--- src/rtl/panel_boot_pkg.sv ---
package panel_boot_pkg;

   localparam logic [7:0] OP_SOFT_RESET = 8'h01;
   localparam logic [7:0] OP_READ_PWR   = 8'h0A;
   localparam logic [7:0] PWR_RSV_MASK  = 8'h83;
   localparam logic [7:0] PWR_RUNNING   = 8'h1C;

   typedef enum logic [3:0] {
      ST_IDLE,
      ST_PWR_RD,
      ST_PIN_LOW,
      ST_BOOT_WAIT,
      ST_SOFT_RST,
      ST_SETTLE,
      ST_DONE,
      ST_SKIPPED,
      ST_FAIL
   } boot_state_t;

endpackage

--- src/rtl/panel_boot_timer.sv ---
module panel_boot_timer #(
   parameter int CW = 16
) (
   input  logic          clk,
   input  logic          rst_n,
   input  logic          load_i,
   input  logic [CW-1:0] load_val_i,
   output logic          expired_o
);

   logic [CW-1:0] remain_q;

   always_ff @(posedge clk or negedge rst_n) begin
      if (!rst_n) begin
         remain_q <= '0;
      end else if (load_i) begin
         remain_q <= load_val_i;
      end else if (remain_q != '0) begin
         remain_q <= remain_q - 1'b1;
      end
   end

   assign expired_o = (remain_q == '0);

endmodule

--- src/rtl/panel_boot_pwrchk.sv ---
module panel_boot_pwrchk
   import panel_boot_pkg::*;
(
   input  logic [7:0] pwr_byte_i,
   output logic       running_o
);

   logic [7:0] defined_bits;

   assign defined_bits = pwr_byte_i & ~PWR_RSV_MASK;
   assign running_o    = (defined_bits == PWR_RUNNING);

endmodule

--- src/rtl/panel_boot_seq.sv ---
module panel_boot_seq
   import panel_boot_pkg::*;
#(
   parameter int CLK_KHZ         = 100000,
   parameter int HAS_RST_PIN     = 1,
   parameter int PULSE_US        = 20,
   parameter int BOOT_MS         = 120,
   parameter int SETTLE_PIN_MS   = 5,
   parameter int SETTLE_NOPIN_MS = 120
) (
   input  logic       clk,
   input  logic       rst_n,
   input  logic       start_i,
   input  logic       cond_i,
   output logic       panel_rst_n_o,
   output logic       cmd_req_o,
   output logic [7:0] cmd_op_o,
   output logic       cmd_rd_o,
   input  logic       cmd_ack_i,
   input  logic       cmd_err_i,
   input  logic [7:0] cmd_rdata_i,
   output logic       busy_o,
   output logic       done_o,
   output logic       skipped_o,
   output logic       error_o
);

   localparam bit PIN_FITTED  = (HAS_RST_PIN != 0);
   localparam int T_PULSE     = (CLK_KHZ * PULSE_US + 999) / 1000;
   localparam int T_BOOT      = CLK_KHZ * BOOT_MS;
   localparam int T_SETTLE    = PIN_FITTED ? CLK_KHZ * SETTLE_PIN_MS
                                           : CLK_KHZ * SETTLE_NOPIN_MS;
   localparam int T_MAX_A     = (T_PULSE > T_BOOT) ? T_PULSE : T_BOOT;
   localparam int T_MAX       = (T_MAX_A > T_SETTLE) ? T_MAX_A : T_SETTLE;
   localparam int CW          = $clog2(T_MAX + 1);

   if (CLK_KHZ < 1) begin : g_bad_clk
      $error("panel_boot_seq: CLK_KHZ must be at least 1");
   end
   if (HAS_RST_PIN != 0 && HAS_RST_PIN != 1) begin : g_bad_pin
      $error("panel_boot_seq: HAS_RST_PIN must be 0 or 1");
   end
   if (T_PULSE < 1 || T_BOOT < 1 || T_SETTLE < 1) begin : g_bad_delay
      $error("panel_boot_seq: every delay must be at least one cycle");
   end

   boot_state_t state_q, state_d;
   logic          tmr_load;
   logic [CW-1:0] tmr_val;
   logic          tmr_expired;
   logic          pwr_running;
   logic          may_start;

   panel_boot_timer #(.CW(CW)) u_timer (
      .clk        (clk),
      .rst_n      (rst_n),
      .load_i     (tmr_load),
      .load_val_i (tmr_val),
      .expired_o  (tmr_expired)
   );

   panel_boot_pwrchk u_pwrchk (
      .pwr_byte_i (cmd_rdata_i),
      .running_o  (pwr_running)
   );

   assign may_start = (state_q == ST_IDLE) || (state_q == ST_DONE) ||
                      (state_q == ST_SKIPPED) || (state_q == ST_FAIL);

   always_comb begin
      state_d  = state_q;
      tmr_load = 1'b0;
      tmr_val  = '0;
      unique case (state_q)
         ST_PWR_RD: begin
            if (cmd_ack_i) begin
               if (!cmd_err_i && pwr_running) begin
                  state_d = ST_SKIPPED;
               end else if (PIN_FITTED) begin
                  state_d  = ST_PIN_LOW;
                  tmr_load = 1'b1;
                  tmr_val  = CW'(T_PULSE - 1);
               end else begin
                  state_d = ST_SOFT_RST;
               end
            end
         end
         ST_PIN_LOW: begin
            if (tmr_expired) begin
               state_d  = ST_BOOT_WAIT;
               tmr_load = 1'b1;
               tmr_val  = CW'(T_BOOT - 1);
            end
         end
         ST_BOOT_WAIT: begin
            if (tmr_expired) state_d = ST_SOFT_RST;
         end
         ST_SOFT_RST: begin
            if (cmd_ack_i) begin
               if (cmd_err_i) begin
                  state_d = ST_FAIL;
               end else begin
                  state_d  = ST_SETTLE;
                  tmr_load = 1'b1;
                  tmr_val  = CW'(T_SETTLE - 1);
               end
            end
         end
         ST_SETTLE: begin
            if (tmr_expired) state_d = ST_DONE;
         end
         default: begin
            if (may_start && start_i) begin
               if (cond_i) begin
                  state_d = ST_PWR_RD;
               end else if (PIN_FITTED) begin
                  state_d  = ST_PIN_LOW;
                  tmr_load = 1'b1;
                  tmr_val  = CW'(T_PULSE - 1);
               end else begin
                  state_d = ST_SOFT_RST;
               end
            end
         end
      endcase
   end

   always_ff @(posedge clk or negedge rst_n) begin
      if (!rst_n) begin
         state_q <= ST_IDLE;
      end else begin
         state_q <= state_d;
      end
   end

   if (PIN_FITTED) begin : g_pin
      assign panel_rst_n_o = (state_q != ST_PIN_LOW);
   end else begin : g_nopin
      assign panel_rst_n_o = 1'b1;
   end

   assign cmd_req_o = (state_q == ST_PWR_RD) || (state_q == ST_SOFT_RST);
   assign cmd_rd_o  = (state_q == ST_PWR_RD);
   assign cmd_op_o  = (state_q == ST_PWR_RD) ? OP_READ_PWR : OP_SOFT_RESET;
   assign busy_o    = !may_start;
   assign done_o    = (state_q == ST_DONE);
   assign skipped_o = (state_q == ST_SKIPPED);
   assign error_o   = (state_q == ST_FAIL);

endmodule

--- config.mk ---
export PLATFORM = sky130hd
export DESIGN_NAME = panel_boot_seq
export DESIGN_NICKNAME = d
export VERILOG_FILES = /design/src/rtl/panel_boot_pkg.sv /design/src/rtl/panel_boot_timer.sv /design/src/rtl/panel_boot_pwrchk.sv /design/src/rtl/panel_boot_seq.sv
export SDC_FILE = /design/constraint.sdc
export NUM_CORES = 1
export LEC_CHECK = 0
export ABC_AREA = 0
export CAP_MARGIN = 15
export CELL_PAD_IN_SITES_DETAIL_PLACEMENT = 1
export CELL_PAD_IN_SITES_GLOBAL_PLACEMENT = 1
export CORE_ASPECT_RATIO = 0.75
export CORE_UTILIZATION = 43
export CTS_CLUSTER_DIAMETER = 40
export DETAILED_ROUTE_END_ITERATION = 8
export GPL_TIMING_DRIVEN = 0
export PLACE_DENSITY = 0.84
export SYNTH_ARGS = -nofsm -noshare
export SYNTH_HDL_FRONTEND = slang
export SYNTH_SLANG_ARGS = --single-unit
--- constraint.sdc ---
create_clock -name clk -period 6.4 [get_ports clk]
set_input_delay 0.96 -clock clk [delete_from_list [all_inputs] [get_ports clk]]
set_output_delay 0.96 -clock clk [all_outputs]
set_load 0.005 [all_outputs]
==> run_results.csv <==
group,metric,value,unit
drt,viasPerCell,5.68,
cts,cts_tree,"yes",
worst_setup_path,rr_startpoint,"u_timer.remain_q[4]",
timing,slew_violations,0,
global_routing,grt_pass1_wl,8.31,mm
worst_setup_path,crit_fanout,10,
cells_and_area,nets,257,
timing,tns,0,ns
worst_setup_path,slowest_stage,"clkdlybuf4s50_1",
power_and_ir_drop,power_density,316,nW/um^2
die,io_pins,29,
place,place_ws,3.07,ns
worst_setup_path,crit_required,5.44,ns
cts,post-cts-setup-buffers,0,
timing,finalCritPeriodShare,0.485,
place,placed_cell_area,2150,um^2
worst_setup_path,critPathMaxStageDelay,0.49,ns
synthesis,syn_inst,211,
die,dieArea,4550,um^2
timing,relSlewSlack,0.328,
cts,clk_pin_slew,0.09,ns
timing,period_minus_slack,3.10,ns
worst_setup_path,critPathTopFamily,"buffers and inverters",
power_and_ir_drop,p_leak,0.911,nW
synthesis,synth_edf_count,0,
cts,cts_resized,0,
timing,fmax,322,MHz
worst_setup_path,arrival,2.14,ns
global_routing,antenna_found_initial,0,
cells_and_area,layout_common_cells,"dfrtp_1, nor2_1, clkdlybuf4s50_1, o21ai_0, nand2_1",
cts,cts_sinks,28,
cts,hold_buffers,0,
drt,routedWlPerCell,17.1,um
place,dp_hpwl,3.98,mm
die,core,4080,um^2
cts,htreeDepth,1,
global_routing,grt_pass1_vias,1666,
synthesis,ys_warn_count,0,
synthesis,async_flop_share,1.00,
cells_and_area,n_antenna_cell,0,
place,place.gp.congestion,0.853,
cts,clockBufferDepth,2,
cts,cts-root-buf,"clkbuf_8",
timing,hold_viol,0,
worst_setup_path,crit_path_end_kind,"output pin",
synthesis,ys_ff_latch,28,
power_and_ir_drop,ir_drop,0.000149,V
synthesis,synth-main-ff-cell,"dfrtp_1",
cells_and_area,final_common_cell,"dfrtp_1",
worst_setup_path,crit_chain,"clkbuf_1 -> nand2_1 -> nor2_1 -> inv_1 -> clkdlybuf4s50_1",
drt,routed_wl,5.04,mm
place,port_buffers,20,
timing,setup_ws,3.30,ns
hold_path,min_to,"u_timer.remain_q[21]",
global_routing,grt_start_max_net_pins,19,
timing,skew,0.00726,ns
drt,ant_nets,0,
drt,drt_iter0_drc,92,
hold_path,hp-start,"u_timer.remain_q[21]",
die,start_util,0.452,
worst_setup_path,path_buf_inv,3,
cells_and_area,fin_util,0.546,
drt,dr_total_vias,1677,
worst_setup_path,ff2ff_path_depth,5,
die,rows,20,
worst_setup_path,startpoint_type,"flip-flop",
status,status,"completed",
hold_path,hp-class,"flip-flop to flip-flop",
timing,worst_pin_slew,0.999,ns
timing,finalSetupViolCount,0,
synthesis,synth_area,1840,um^2
power_and_ir_drop,p_total,0.704,mW
synthesis,ys_seq_area_frac,0.380,
cts,cts_buffers,3,
global_routing,track_usage,0.238,
worst_setup_path,setup.worst_path.class,"flip-flop to output pin",
hold_path,hold-path-cell-count,1,
cells_and_area,drive_gt1_frac,0.0917,
cells_and_area,fillers,497,
timing,grt_setup_unrepaired,"no",
global_routing,overflow,0,
synthesis,syn_avg_cell_area,8.73,um^2
synthesis,yosysUniqueCellTypes,52,
worst_setup_path,rrSetupSlack,3.56,ns
cells_and_area,fin_area,2230,um^2
cts,insertion_delay,0.28,ns
cells_and_area,synthToLayoutAreaGrowth,20.8,%
run,maxCapViolations,0,
drt,first_pass_iters,4,
die,die_h,58.7,um
drt,route.detailed.drc,0,
die,die_w,77.6,um
worst_setup_path,rr_endpoint,"u_timer.remain_q[20]",
[cell families after synthesis]
family	share of synthesized area
adder cells (fa/ha/maj)	0.0190
flip-flops	0.380
buffers and inverters	0.0658
AND/OR/NAND/NOR	0.274
multiplexers	0.0109
other	0.00203
XOR/XNOR	0.0713
AO/OA/AOI/OAI	0.177
[synth_stat cells (all sizes together) (3+ instances only)]
| master | instances | area share |
|---|---|---|
| or4 | 4 | 0.020 |
| o21ai | 17 | 0.046 |
| xor2 | 4 | 0.019 |
| nand3 | 6 | 0.016 |
| xnor2 | 11 | 0.052 |
| dfrtp | 28 | 0.38 |
| clkbuf | 5 | 0.010 |
| nand4 | 3 | 0.018 |
| nor2 | 22 | 0.045 |
| nor4 | 5 | 0.024 |
| buf | 10 | 0.039 |
| inv | 8 | 0.016 |
| or3 | 6 | 0.023 |
| o211ai | 5 | 0.020 |
| nand2 | 14 | 0.029 |
| a21oi | 10 | 0.027 |
| nor3 | 14 | 0.041 |
[worst max path at each step]
stage	from	end	depth (start not counted)
finish	state_q[1]	panel_rst_n_o	5
global route	cmd_err_i	u_timer.remain_q[20]	7
CTS	state_q[1]	panel_rst_n_o	5
detailed placement	cmd_err_i	u_timer.remain_q[20]	7
global placement	cmd_err_i	u_timer.remain_q[20]	7
floorplan	u_timer.remain_q[19]	state_q[2]	6
[area by class of cell]
| type | instances | area, um^2 | area share |
|---|---|---|---|
| Sequential cell | 28 | 701 | 0.315 |
| Tap cell | 55 | 68.8 | 0.0309 |
| Clock buffer | 3 | 41.3 | 0.0185 |
| Clock inverter | 1 | 30.0 | 0.0135 |
| Timing Repair Buffer | 21 | 228 | 0.102 |
| Inverter | 8 | 30.0 | 0.0135 |
| Multi-Input combinational cell | 164 | 1040 | 0.465 |
| Buffer | 15 | 91.3 | 0.0410 |
[power breakdown]
part,switching [mW],internal (mW),total (mW)
logic,0.178,0.130,0.308
clock network,0.0563,0.0838,0.140
registers,0.0410,0.215,0.256
total,0.275,0.429,0.704
[through the flow]
| step | hold slack, ns | instances |
|---|---|---|
| 4_1_cts | 0.530 | 295 |
| 3_3_place_gp | 0.503 | 290 |
| 6_report | 0.531 | 295 |
| 3_5_place_dp | 0.513 | 291 |
| 5_1_grt | 0.550 | 295 |
| 2_1_floorplan | 0.480 | 215 |
[flip-flops by register name, summed over array words and instances (netlist names)]
register,count
u_timer.remain_q,24
state_q,4
[metal layers]
| metal | vias to the layer above | part of all wire | GRT usage |
|---|---|---|---|
| li1 | 817 | - | - |
| met1 | 838 | 0.52 | 0.349 |
| met2 | 20 | 0.45 | 0.382 |
| met3 | 2 | 0.027 | 0.0434 |
| met4 | 0 | 0.0022 | 0.0243 |
| met5 | - | 0 | 0 |
[worst reg2reg max path, stage by stage (launching register included)]
cell      delay, ns
dfrtp_1        0.43
nor4_2         0.89
nand4_4        0.27
or3_4          0.50
o211ai_1       0.51
a211oi_1       0.10
Note: power is estimated with default switching activity, not from simulation.
